<file path="src/rtl/adm_pkg.sv">
package adm_pkg;

    typedef enum logic {
        DIR_DOWN = 1'b0,
        DIR_UP   = 1'b1
    } adm_dir_e;

    localparam int DEF_SAMPLE_W = 12;
    localparam int DEF_ACC_W    = 14;
    localparam int DEF_STAGES   = 8;
    localparam int DEF_UNIT     = 16;

endpackage

</file>
<file path="src/rtl/adm_step_ctrl.sv">
module adm_step_ctrl #(
    parameter  int STAGES = adm_pkg::DEF_STAGES,
    parameter  int UNIT   = adm_pkg::DEF_UNIT,
    parameter  int ACC_W  = adm_pkg::DEF_ACC_W,
    localparam int CNT_W  = $clog2(STAGES + 1)
) (
    input  logic             clk,
    input  logic             rst,
    input  logic             upd,
    input  logic             bit_i,
    output logic [ACC_W-1:0] step_o
);

    typedef struct packed {
        logic [STAGES-1:0] therm;
        logic [CNT_W-1:0]  count;
        logic              prev;
    } st_t;

    st_t st_d, st_q;
    logic [STAGES-1:0] grow_v, shrink_v;
    logic [CNT_W-1:0]  cnt_d;

    // Thermometer neighbours: grow shifts in a one, shrink drops the top stage.
    for (genvar g = 0; g < STAGES; g++) begin : g_stage
        if (g == 0) begin : g_floor
            assign grow_v[g]   = 1'b1;
            assign shrink_v[g] = 1'b1;
        end else if (g == STAGES - 1) begin : g_top
            assign grow_v[g]   = st_q.therm[g-1];
            assign shrink_v[g] = 1'b0;
        end else begin : g_mid
            assign grow_v[g]   = st_q.therm[g-1];
            assign shrink_v[g] = st_q.therm[g+1];
        end
    end

    always_comb begin
        st_d = st_q;
        if (upd) begin
            st_d.therm = (bit_i == st_q.prev) ? grow_v : shrink_v;
            st_d.prev  = bit_i;
        end
        cnt_d = '0;
        for (int i = 0; i < STAGES; i++) begin
            cnt_d = cnt_d + CNT_W'(st_d.therm[i]);
        end
        st_d.count = cnt_d;
        step_o     = ACC_W'(cnt_d) * ACC_W'(UNIT);
    end

    always_ff @(posedge clk) begin
        if (rst) begin
            st_q.therm <= STAGES'(1);
            st_q.count <= CNT_W'(1);
            st_q.prev  <= 1'b0;
        end else begin
            st_q <= st_d;
        end
    end

    // lowest stage never switches off, and the level stays inside 1..STAGES
    a_r3_floor_stage: assert property (@(posedge clk) disable iff (rst)
        st_q.therm[0] == 1'b1);
    a_r3_count_range: assert property (@(posedge clk) disable iff (rst)
        (st_q.count >= CNT_W'(1)) && (st_q.count <= CNT_W'(STAGES)));
    // a repeated bit adds one stage below the limit
    a_r4_grow: assert property (@(posedge clk) disable iff (rst)
        upd && (bit_i == st_q.prev) && (st_q.count < CNT_W'(STAGES))
        |=> st_q.count == $past(st_q.count) + CNT_W'(1));
    // a changed bit removes one stage above the floor
    a_r4_shrink: assert property (@(posedge clk) disable iff (rst)
        upd && (bit_i != st_q.prev) && (st_q.count > CNT_W'(1))
        |=> st_q.count == $past(st_q.count) - CNT_W'(1));
    a_r4_idle_hold: assert property (@(posedge clk) disable iff (rst)
        !upd |=> $stable(st_q.therm));

endmodule

</file>
<file path="src/rtl/adm_accum.sv">
module adm_accum #(
    parameter int ACC_W = adm_pkg::DEF_ACC_W
) (
    input  logic                    clk,
    input  logic                    rst,
    input  logic                    upd,
    input  adm_pkg::adm_dir_e       dir_i,
    input  logic        [ACC_W-1:0] step_i,
    output logic signed [ACC_W-1:0] approx_o
);

    localparam logic signed [ACC_W-1:0] MAXV = {1'b0, {(ACC_W-1){1'b1}}};
    localparam logic signed [ACC_W-1:0] MINV = {1'b1, {(ACC_W-1){1'b0}}};
    localparam logic signed [ACC_W:0]   WMAX = {1'b0, MAXV};
    localparam logic signed [ACC_W:0]   WMIN = {1'b1, MINV};

    typedef struct packed {
        logic signed [ACC_W-1:0] approx;
    } st_t;

    st_t st_d, st_q;
    logic signed [ACC_W:0] wide_a, wide_s, sum;

    always_comb begin
        st_d   = st_q;
        wide_a = {st_q.approx[ACC_W-1], st_q.approx};
        wide_s = {1'b0, step_i};
        sum    = (dir_i == adm_pkg::DIR_UP) ? (wide_a + wide_s) : (wide_a - wide_s);
        if (upd) begin
            if (sum > WMAX) begin
                st_d.approx = MAXV;
            end else if (sum < WMIN) begin
                st_d.approx = MINV;
            end else begin
                st_d.approx = sum[ACC_W-1:0];
            end
        end
    end

    always_ff @(posedge clk) begin
        if (rst) begin
            st_q.approx <= '0;
        end else begin
            st_q <= st_d;
        end
    end

    assign approx_o = st_q.approx;

    // an up move below the ceiling raises the estimate, a down move above the floor lowers it
    a_r2_rise: assert property (@(posedge clk) disable iff (rst)
        upd && (dir_i == adm_pkg::DIR_UP) && (approx_o != MAXV)
        |=> approx_o > $past(approx_o));
    a_r2_fall: assert property (@(posedge clk) disable iff (rst)
        upd && (dir_i == adm_pkg::DIR_DOWN) && (approx_o != MINV)
        |=> approx_o < $past(approx_o));
    // a pinned estimate stays pinned instead of wrapping
    a_r5_no_wrap_hi: assert property (@(posedge clk) disable iff (rst)
        upd && (dir_i == adm_pkg::DIR_UP) && (approx_o == MAXV) |=> approx_o == MAXV);
    a_r5_no_wrap_lo: assert property (@(posedge clk) disable iff (rst)
        upd && (dir_i == adm_pkg::DIR_DOWN) && (approx_o == MINV) |=> approx_o == MINV);
    // no update, no movement
    a_r7_hold: assert property (@(posedge clk) disable iff (rst)
        !upd |=> $stable(approx_o));

endmodule

</file>
<file path="src/rtl/adm_modulator.sv">
module adm_modulator #(
    parameter  int SAMPLE_W = adm_pkg::DEF_SAMPLE_W,
    parameter  int ACC_W    = adm_pkg::DEF_ACC_W,
    parameter  int STAGES   = adm_pkg::DEF_STAGES,
    parameter  int UNIT     = adm_pkg::DEF_UNIT,
    localparam int EXT_W    = ACC_W - SAMPLE_W
) (
    input  logic                       clk,
    input  logic                       rst,
    input  logic                       smp_valid,
    input  logic signed [SAMPLE_W-1:0] smp_in,
    output logic                       bit_o,
    output logic                       bit_valid_o,
    output logic signed [ACC_W-1:0]    approx_o
);

    typedef struct packed {
        logic bit_v;
        logic valid;
    } st_t;

    st_t st_d, st_q;
    logic signed [ACC_W-1:0] smp_ext;
    logic        [ACC_W-1:0] step;

    assign smp_ext = {{EXT_W{smp_in[SAMPLE_W-1]}}, smp_in};

    always_comb begin
        st_d       = st_q;
        st_d.valid = smp_valid;
        if (smp_valid) begin
            st_d.bit_v = (smp_ext > approx_o);
        end
    end

    always_ff @(posedge clk) begin
        if (rst) begin
            st_q.bit_v <= 1'b0;
            st_q.valid <= 1'b0;
        end else begin
            st_q <= st_d;
        end
    end

    adm_step_ctrl #(.STAGES(STAGES), .UNIT(UNIT), .ACC_W(ACC_W)) u_step (
        .clk    (clk),
        .rst    (rst),
        .upd    (st_q.valid),
        .bit_i  (st_q.bit_v),
        .step_o (step)
    );

    adm_accum #(.ACC_W(ACC_W)) u_acc (
        .clk      (clk),
        .rst      (rst),
        .upd      (st_q.valid),
        .dir_i    (adm_pkg::adm_dir_e'(st_q.bit_v)),
        .step_i   (step),
        .approx_o (approx_o)
    );

    assign bit_o       = st_q.bit_v;
    assign bit_valid_o = st_q.valid;

    // decision against the estimate seen at the sampling edge
    a_r1_above: assert property (@(posedge clk) disable iff (rst)
        smp_valid && (smp_ext > approx_o) |=> bit_o && bit_valid_o);
    a_r1_not_above: assert property (@(posedge clk) disable iff (rst)
        smp_valid && (smp_ext <= approx_o) |=> !bit_o && bit_valid_o);
    // no strobe, no new bit
    a_r7_no_bit: assert property (@(posedge clk) disable iff (rst)
        !smp_valid |=> !bit_valid_o);

endmodule

</file>
<file path="src/rtl/adm_demodulator.sv">
module adm_demodulator #(
    parameter int ACC_W  = adm_pkg::DEF_ACC_W,
    parameter int STAGES = adm_pkg::DEF_STAGES,
    parameter int UNIT   = adm_pkg::DEF_UNIT
) (
    input  logic                    clk,
    input  logic                    rst,
    input  logic                    bit_valid_i,
    input  logic                    bit_i,
    output logic signed [ACC_W-1:0] recon_o
);

    logic [ACC_W-1:0] step;

    adm_step_ctrl #(.STAGES(STAGES), .UNIT(UNIT), .ACC_W(ACC_W)) u_step (
        .clk    (clk),
        .rst    (rst),
        .upd    (bit_valid_i),
        .bit_i  (bit_i),
        .step_o (step)
    );

    adm_accum #(.ACC_W(ACC_W)) u_acc (
        .clk      (clk),
        .rst      (rst),
        .upd      (bit_valid_i),
        .dir_i    (adm_pkg::adm_dir_e'(bit_i)),
        .step_i   (step),
        .approx_o (recon_o)
    );

    // reconstruction frozen between received bits
    a_r6_hold: assert property (@(posedge clk) disable iff (rst)
        !bit_valid_i |=> $stable(recon_o));
    a_r6_moves: assert property (@(posedge clk) disable iff (rst)
        bit_valid_i && bit_i && !$past(rst) |=> recon_o >= $past(recon_o));

endmodule

</file>
<file path="src/rtl/adm_codec.sv">
module adm_codec #(
    parameter int SAMPLE_W = adm_pkg::DEF_SAMPLE_W,
    parameter int ACC_W    = adm_pkg::DEF_ACC_W,
    parameter int STAGES   = adm_pkg::DEF_STAGES,
    parameter int UNIT     = adm_pkg::DEF_UNIT
) (
    input  logic                       clk,
    input  logic                       rst,
    input  logic                       smp_valid,
    input  logic signed [SAMPLE_W-1:0] smp_in,
    output logic                       bit_out,
    output logic                       bit_out_valid,
    output logic signed [ACC_W-1:0]    approx_out,
    input  logic                       bit_in,
    input  logic                       bit_in_valid,
    output logic signed [ACC_W-1:0]    recon_out
);

    adm_modulator #(
        .SAMPLE_W (SAMPLE_W),
        .ACC_W    (ACC_W),
        .STAGES   (STAGES),
        .UNIT     (UNIT)
    ) u_mod (
        .clk         (clk),
        .rst         (rst),
        .smp_valid   (smp_valid),
        .smp_in      (smp_in),
        .bit_o       (bit_out),
        .bit_valid_o (bit_out_valid),
        .approx_o    (approx_out)
    );

    adm_demodulator #(
        .ACC_W  (ACC_W),
        .STAGES (STAGES),
        .UNIT   (UNIT)
    ) u_demod (
        .clk         (clk),
        .rst         (rst),
        .bit_valid_i (bit_in_valid),
        .bit_i       (bit_in),
        .recon_o     (recon_out)
    );

    // reset leaves both estimates at zero on the next edge
    a_r8_reset_zero: assert property (@(posedge clk)
        rst |=> (approx_out == '0) && (recon_out == '0) && !bit_out_valid);

endmodule

</file>
<file path="config.mk">
export PLATFORM = sky130hd
export DESIGN_NAME = adm_codec
export DESIGN_NICKNAME = d
export VERILOG_FILES = /design/src/rtl/adm_pkg.sv /design/src/rtl/adm_step_ctrl.sv /design/src/rtl/adm_accum.sv /design/src/rtl/adm_modulator.sv /design/src/rtl/adm_demodulator.sv /design/src/rtl/adm_codec.sv
export SDC_FILE = /design/constraint.sdc
export NUM_CORES = 1
export LEC_CHECK = 0
export BUFFER_PORTS_ARGS = -buffer_cell sky130_fd_sc_hd__clkbuf_2
export CORE_MARGIN = 5
export CORE_UTILIZATION = 60
export CTS_CLUSTER_DIAMETER = 40
export DETAILED_ROUTE_END_ITERATION = 7
export PLACE_DENSITY_LB_ADDON = 0.08
export SYNTH_ARGS = -nofsm -noshare
export SYNTH_HDL_FRONTEND = slang
export SYNTH_HIERARCHICAL = 1
export SYNTH_SLANG_ARGS = --single-unit
</file>
<file path="constraint.sdc">
create_clock -name clk -period 11.9 [get_ports clk]
set_input_delay 1.785 -clock clk [delete_from_list [all_inputs] [get_ports clk]]
set_output_delay 1.785 -clock clk [all_outputs]
set_load 0.02 [all_outputs]
</file>
* Yosys cells after proc, flatten, opt, wreduce, memory -nomap -nowiden
Cells that the tools add are included.
** Operators by class
- $lt $le $gt $ge :: 5
- Add/sub/neg operators :: 18
- Equality and inequality tests :: 2
- Mux-type cells :: 10
** Operators by type and width (count)
- 14-bit two-way mux :: 4
- 4-bit by 1-bit adder with 4-bit output :: 8
- 8-bit two-way mux :: 4
- 14-bit by 9-bit adder with 15-bit output :: 2
- 15-bit by 14-bit > comparator with 1-bit output, second input constant :: 2
- 15-bit by 14-bit less-than comparator with 1-bit output, second input constant :: 2
- 15-bit two-way mux :: 2
- 14-bit by 9-bit subtractor with 15-bit output :: 2
- 12-bit by 14-bit > comparator with 1-bit output :: 1
- 3-bit by 1-bit adder with 4-bit output :: 2
- 2-bit by 1-bit adder with 3-bit output :: 2
- 1-bit by 1-bit adder with 2-bit output :: 2
- 1-bit == test :: 2
** Storage, ports and cells
- Output and inout port bits :: 30
- Logic and storage cells :: 43
- Register bits after elaboration :: 48

* Depth between registers and ports, before layout
- Word-level depth :: 15
- Depth in mapped cells :: 27
- Depth with buffers taken out :: 24

* By module
Netlist, hierarchy kept.
** Modules (own cells, without submodules)
- adm_accum (u_demod.u_acc) :: cells an instance 195, area each 1757.9 um^2, times used 1
- adm_accum (u_mod.u_acc) :: cells an instance 207, area each 1757.9 um^2, times used 1
- adm_step_ctrl :: cells an instance 84, area each 718.2 um^2, times used 2
- adm_modulator :: cells an instance 57, area each 432.9 um^2, times used 1

* Worst setup path after synthesis
No wires, ideal clock.
- Path type :: input port to flip-flop
- Start point :: input bit_in
- End point :: register u_demod.u_acc.st_q, in the netlist u_demod/u_acc/approx_o[11]
- Setup slack :: 3947 ps
- Arrival time :: 7872 ps
- Stages on the path :: 25
- Setup time :: 81 ps
- Path buffers :: 2
- Data required time :: 11819 ps
- Cells stage by stage :: xnor2_1 > nand2_1 > a31o_1 > fa_1 > fa_1 > fa_1 > inv_1 > ha_1 > inv_1 > fa_1 > inv_1 > buf_4 > or4_4 > o41ai_1 > o21ai_0 > xor2_1 > ha_1 > and4_1 > nand2_1 > nor3_1 > o22ai_4 > xnor2_4 > buf_6 > maj3_2 > a211oi_2
** RTL lines
- start: declaration :: RTL line adm_codec.sv:14 : input logic bit_in,
- end signal: assignment :: RTL line adm_accum.sv:44 : st_q <= st_d;
- end: declaration :: RTL line adm_accum.sv:21 : st_t st_d, st_q;

* Worst setup path after layout
- Start point :: input bit_in_valid
- End point :: register u_demod.u_acc.st_q, in the netlist u_demod/u_acc/approx_o[1]
** Between the ends
- Word-level cells in the longest chain between the ends :: 13
** Ends and longest elaborated chain
- start: declaration :: RTL line adm_codec.sv:15 : input logic bit_in_valid,
- 8-bit two-way mux (*) :: RTL line adm_step_ctrl.sv:40 : if (upd) begin
- 1-bit by 1-bit adder with 2-bit output :: RTL line adm_step_ctrl.sv:46 : cnt_d = cnt_d + CNT_W'(st_d.therm[i]);
- 2-bit by 1-bit adder with 3-bit output :: RTL line adm_step_ctrl.sv:46
- 3-bit by 1-bit adder with 4-bit output :: RTL line adm_step_ctrl.sv:46
- 4-bit by 1-bit adder with 4-bit output (3 in series) :: RTL line adm_step_ctrl.sv:46
- 4-bit by 1-bit adder with 4-bit output (*) :: RTL line adm_step_ctrl.sv:46
- net u_demod.step[5] :: RTL line adm_demodulator.sv:13 : logic [ACC_W-1:0] step;
- 14-bit by 9-bit subtractor with 15-bit output or 14-bit by 9-bit adder with 15-bit output (tied branches) :: RTL line adm_accum.sv:28 : sum = (dir_i == adm_pkg::DIR_UP) ? (wide_a + wide_s) : (wide_a - wide_s);
- 15-bit two-way mux (*) :: RTL line adm_accum.sv:28
- 15-bit by 14-bit less-than comparator with 1-bit output :: RTL line adm_accum.sv:32 : end else if (sum < WMIN) begin
- 14-bit two-way mux :: RTL line adm_accum.sv:32
- 14-bit two-way mux (*) :: RTL line adm_accum.sv:30 : if (sum > WMAX) begin
The timed path passes the listed nets; every way through them passes the cells marked *.
A chain may end at the register's enable or synchronous reset.

==> run_results.csv <==
group,metric,value,unit
finish,nets,735,
yosys,netlist_instances,627,
placement,hpwl,9.10,mm
floorplan,ioPinCount,47,
yosys,ys_seq_elements,48,
sta,final_max_slew_viol_count,0,
yosys,synth_warnings,6,
sta,setup_violations,0,
cts,ctsRootBufferMaster,"clkbuf_8",
sta,max_freq,0.117,GHz
worst_hold_path,hold_class,"reg -> reg",
drt,wl_met1,5.12,mm
drt,vias,4427,
floorplan,num_rows,34,
grt,grt_max_degree,52,
drt,drt-pass1-iter-count,4,
worst_setup_path,startpoint_type,"input port",
placement,place_area,5530,um2
drt,wl_met2,5.91,mm
worst_setup_path,critPathKind,"in -> reg",
sta,final.setup.tns,0,ns
grt,antenna_found_initial,0,
drt,wl_met3,316,um
cts,cts_sinks,48,
sta,fin_hold_ws,0.483,ns
placement,io_buffers,46,
worst_setup_path,cp-end-kind,"register",
outcome,status,"finished, final reports clean",
job,drv_cap,0,
finish,area_growth,4.79,%
drt,antenna_left,0,
finish,drive_above_1_share,21.0,%
yosys,seq_area_frac_synth,17.8,%
cts,htreeDepth,2,
sta,period_minus_slack,8.57,ns
sta,min_period_over_period,72.0,%
finish,finalNonFillerCells,761,
floorplan,dieArea,11000,um2
grt,grt_usage,20.9,%
yosys,synth_ff_type,"dfxtp_1",
power_and_ir_drop,power,1.09,mW
cts,clkLatencyLatePin,0.31,ns
worst_setup_path,crit_arrival,8.72,ns
finish,fill_cells,787,
yosys,ys_types,76,
placement,gp_congestion,0.859,
drt,vias_per_cell,5.82,
sta,rsz0062_at_grt,"no",
cts,path_clk_slew,0.09,ns
cts,ctsHoldBuffers,0,
yosys,post-synth-top-count-cell,"nor2_1",
grt,grt_first_pass_wirelength,19.7,mm
yosys,synth_enable_flop_cells,0,
yosys,async_flop_share,0,%
power_and_ir_drop,p_leak,2.44,nW
grt,first_global_vias,4335,
floorplan,die_h,105,um
finish,fin_area,5640,um2
sta,worstMarginPinSlew,1.05,ns
yosys,synthTopCellsByArea,"dfxtp_1 (18%), ha_1 (13%), nor2_1 (5.5%)",
floorplan,chipWidth,105,um
power_and_ir_drop,vdd_ir_drop_max,121,uV
cts,clock_tree.buffer_depth,2,
sta,finalHoldViolations,0,
grt,overflow,0,
finish,antenna_cells,0,
yosys,synth_top_cell_area_share,17.8,%
worst_setup_path,required,12.05,ns
cts,cts_resized,0,
cts,numCtsBuffers,5,
yosys,synth_area_leader_cell,"dfxtp_1",
sta,clock_skew,0.0118,ns
worst_setup_path,path_max_fanout,50,
yosys,synth_common_cells,"nor2_1 (79), ha_1 (56), dfxtp_1 (48)",
power_and_ir_drop,p_per_area,194,nW/um2
yosys,syn_area,5390,um2
yosys,avgSynthCellArea,8.59,um2
drt,wl,11.6,mm
drt,drt-initial-drc-count,138,
floorplan,start_util,61.8,%
placement,dp.cells,753,
floorplan,core,8720,um2
drt,drc_errors,0,
drt,wl_per_cell,15.2,um
sta,maxSlewHeadroom,30.0,%
drt,top_layer,"met4",
cts,cts_setup_buffers,0,
cts,tritoncts,"yes",
[path summary, 6_finish.rpt]
path / start / end / slack (ns) / depth (start not counted)
setup / recovery: bit_in_valid / u_demod/u_acc/approx_o[1] / 3.33 / 23
hold / removal: u_mod/u_step/grow_v[1] / u_mod/u_step/grow_v[1] / 0.48 / 1
setup reg to reg: u_demod/u_step/st_q[0] / u_demod/u_acc/approx_o[1] / 4.77 / 23
hold reg to reg: u_mod/u_step/grow_v[1] / u_mod/u_step/grow_v[1] / 0.48 / 1
[cells in the final DEF (no fill, tap or decap), types with 3 or more instances in the layout]
cell type / count
a211oi_1: 11
a211oi_2: 19
a21o_1: 9
a21oi_1: 38
a311oi_1: 10
a31o_1: 8
a31oi_1: 4
buf_4: 4
clkbuf_2: 46
clkbuf_8: 5
conb_1: 20
dfxtp_1: 47
fa_1: 10
ha_1: 56
inv_1: 46
maj3_1: 4
maj3_2: 22
mux2i_1: 8
nand2_1: 34
nand2b_1: 6
nand3_1: 8
nand3b_1: 3
nand4_1: 4
nor2_1: 79
nor2b_1: 7
nor3_1: 8
nor3_2: 4
nor4_1: 3
o211a_1: 3
o211ai_1: 3
o21a_1: 3
o21ai_0: 11
o21ai_1: 4
o221ai_1: 3
o41ai_1: 3
or3_1: 3
xnor2_1: 22
xor2_1: 26
xor2_2: 3
[sequential cells by signal, indices dropped and copies added (netlist names), 7 cells and up]
signal                  cells
u_demod/u_step/grow_v       7
u_demod/u_acc/approx_o     14
u_mod/u_step/grow_v         7
u_mod/u_acc/approx_o       14
[critical path, stage by stage]
cell and delay (ns):
clkbuf_2 0.77, nor2_1 0.16, a31o_1 0.25, fa_1 0.48
fa_1 0.51, fa_1 0.40, inv_1 0.06, ha_1 0.15
inv_1 0.05, fa_1 0.47, inv_1 0.09, or4_4 0.58
o41ai_1 0.52, o21ai_0 0.24, xor2_1 0.20, ha_1 0.35
and4_1 0.27, nand2_1 0.07, nor3_1 0.27, o22ai_4 0.15
xnor2_4 0.47, maj3_2 0.33, a211oi_2 0.06
[logic make-up after synthesis]
logic type | after synthesis | synth area share, %
other | 2 | 0.139
AOI/OAI and AO/OA | 146 | 21.9
xor gates and xnor gates | 54 | 9.83
buffers and inverters | 96 | 9.11
and+or+nand+nor | 179 | 17.2
muxes | 10 | 1.91
DFF | 48 | 17.8
adders and majority gates | 92 | 22.1
[per-layer routing]
| layer | track usage, % | up-vias |
|---|---|---|
| met5 | 0 | - |
| met4 | 6.21 | 0 |
| met3 | 1.91 | 18 |
| met2 | 38.1 | 88 |
| met1 | 25.9 | 2098 |
| li1 | - | 2223 |
[report_power, final]
part | leakage [nW] | total (mW) | switching (mW) | internal (mW)
Combinational | 1.99 | 0.763 | 0.433 | 0.330
Sequential | 0.396 | 0.211 | 0.0263 | 0.184
Clock | 0.0541 | 0.121 | 0.0589 | 0.0623
Total | 2.44 | 1.09 | 0.518 | 0.576
[stage by stage]
stage | utilization [%] | setup slack (ns)
floorplan | - | 3.95
global placement | 63.4 | 3.27
detailed placement | 63.4 | 3.01
CTS | 64.7 | 3.34
global route | 64.7 | 2.94
finish | 64.7 | 3.33
[final cells by class]
| cell class | instances | area, um2 | area share (%) |
|---|---|---|---|
| Multi-Input combinational cell | 501 | 4000 | 70.9 |
| Tap cell | 108 | 135 | 2.39 |
| Inverter | 46 | 173 | 3.06 |
| Timing Repair Buffer | 50 | 260 | 4.61 |
| Clock inverter | 3 | 42.5 | 0.754 |
| Sequential cell | 48 | 962 | 17.1 |
| Clock buffer | 5 | 68.8 | 1.22 |
Note: power is estimated with default switching activity, not from simulation.
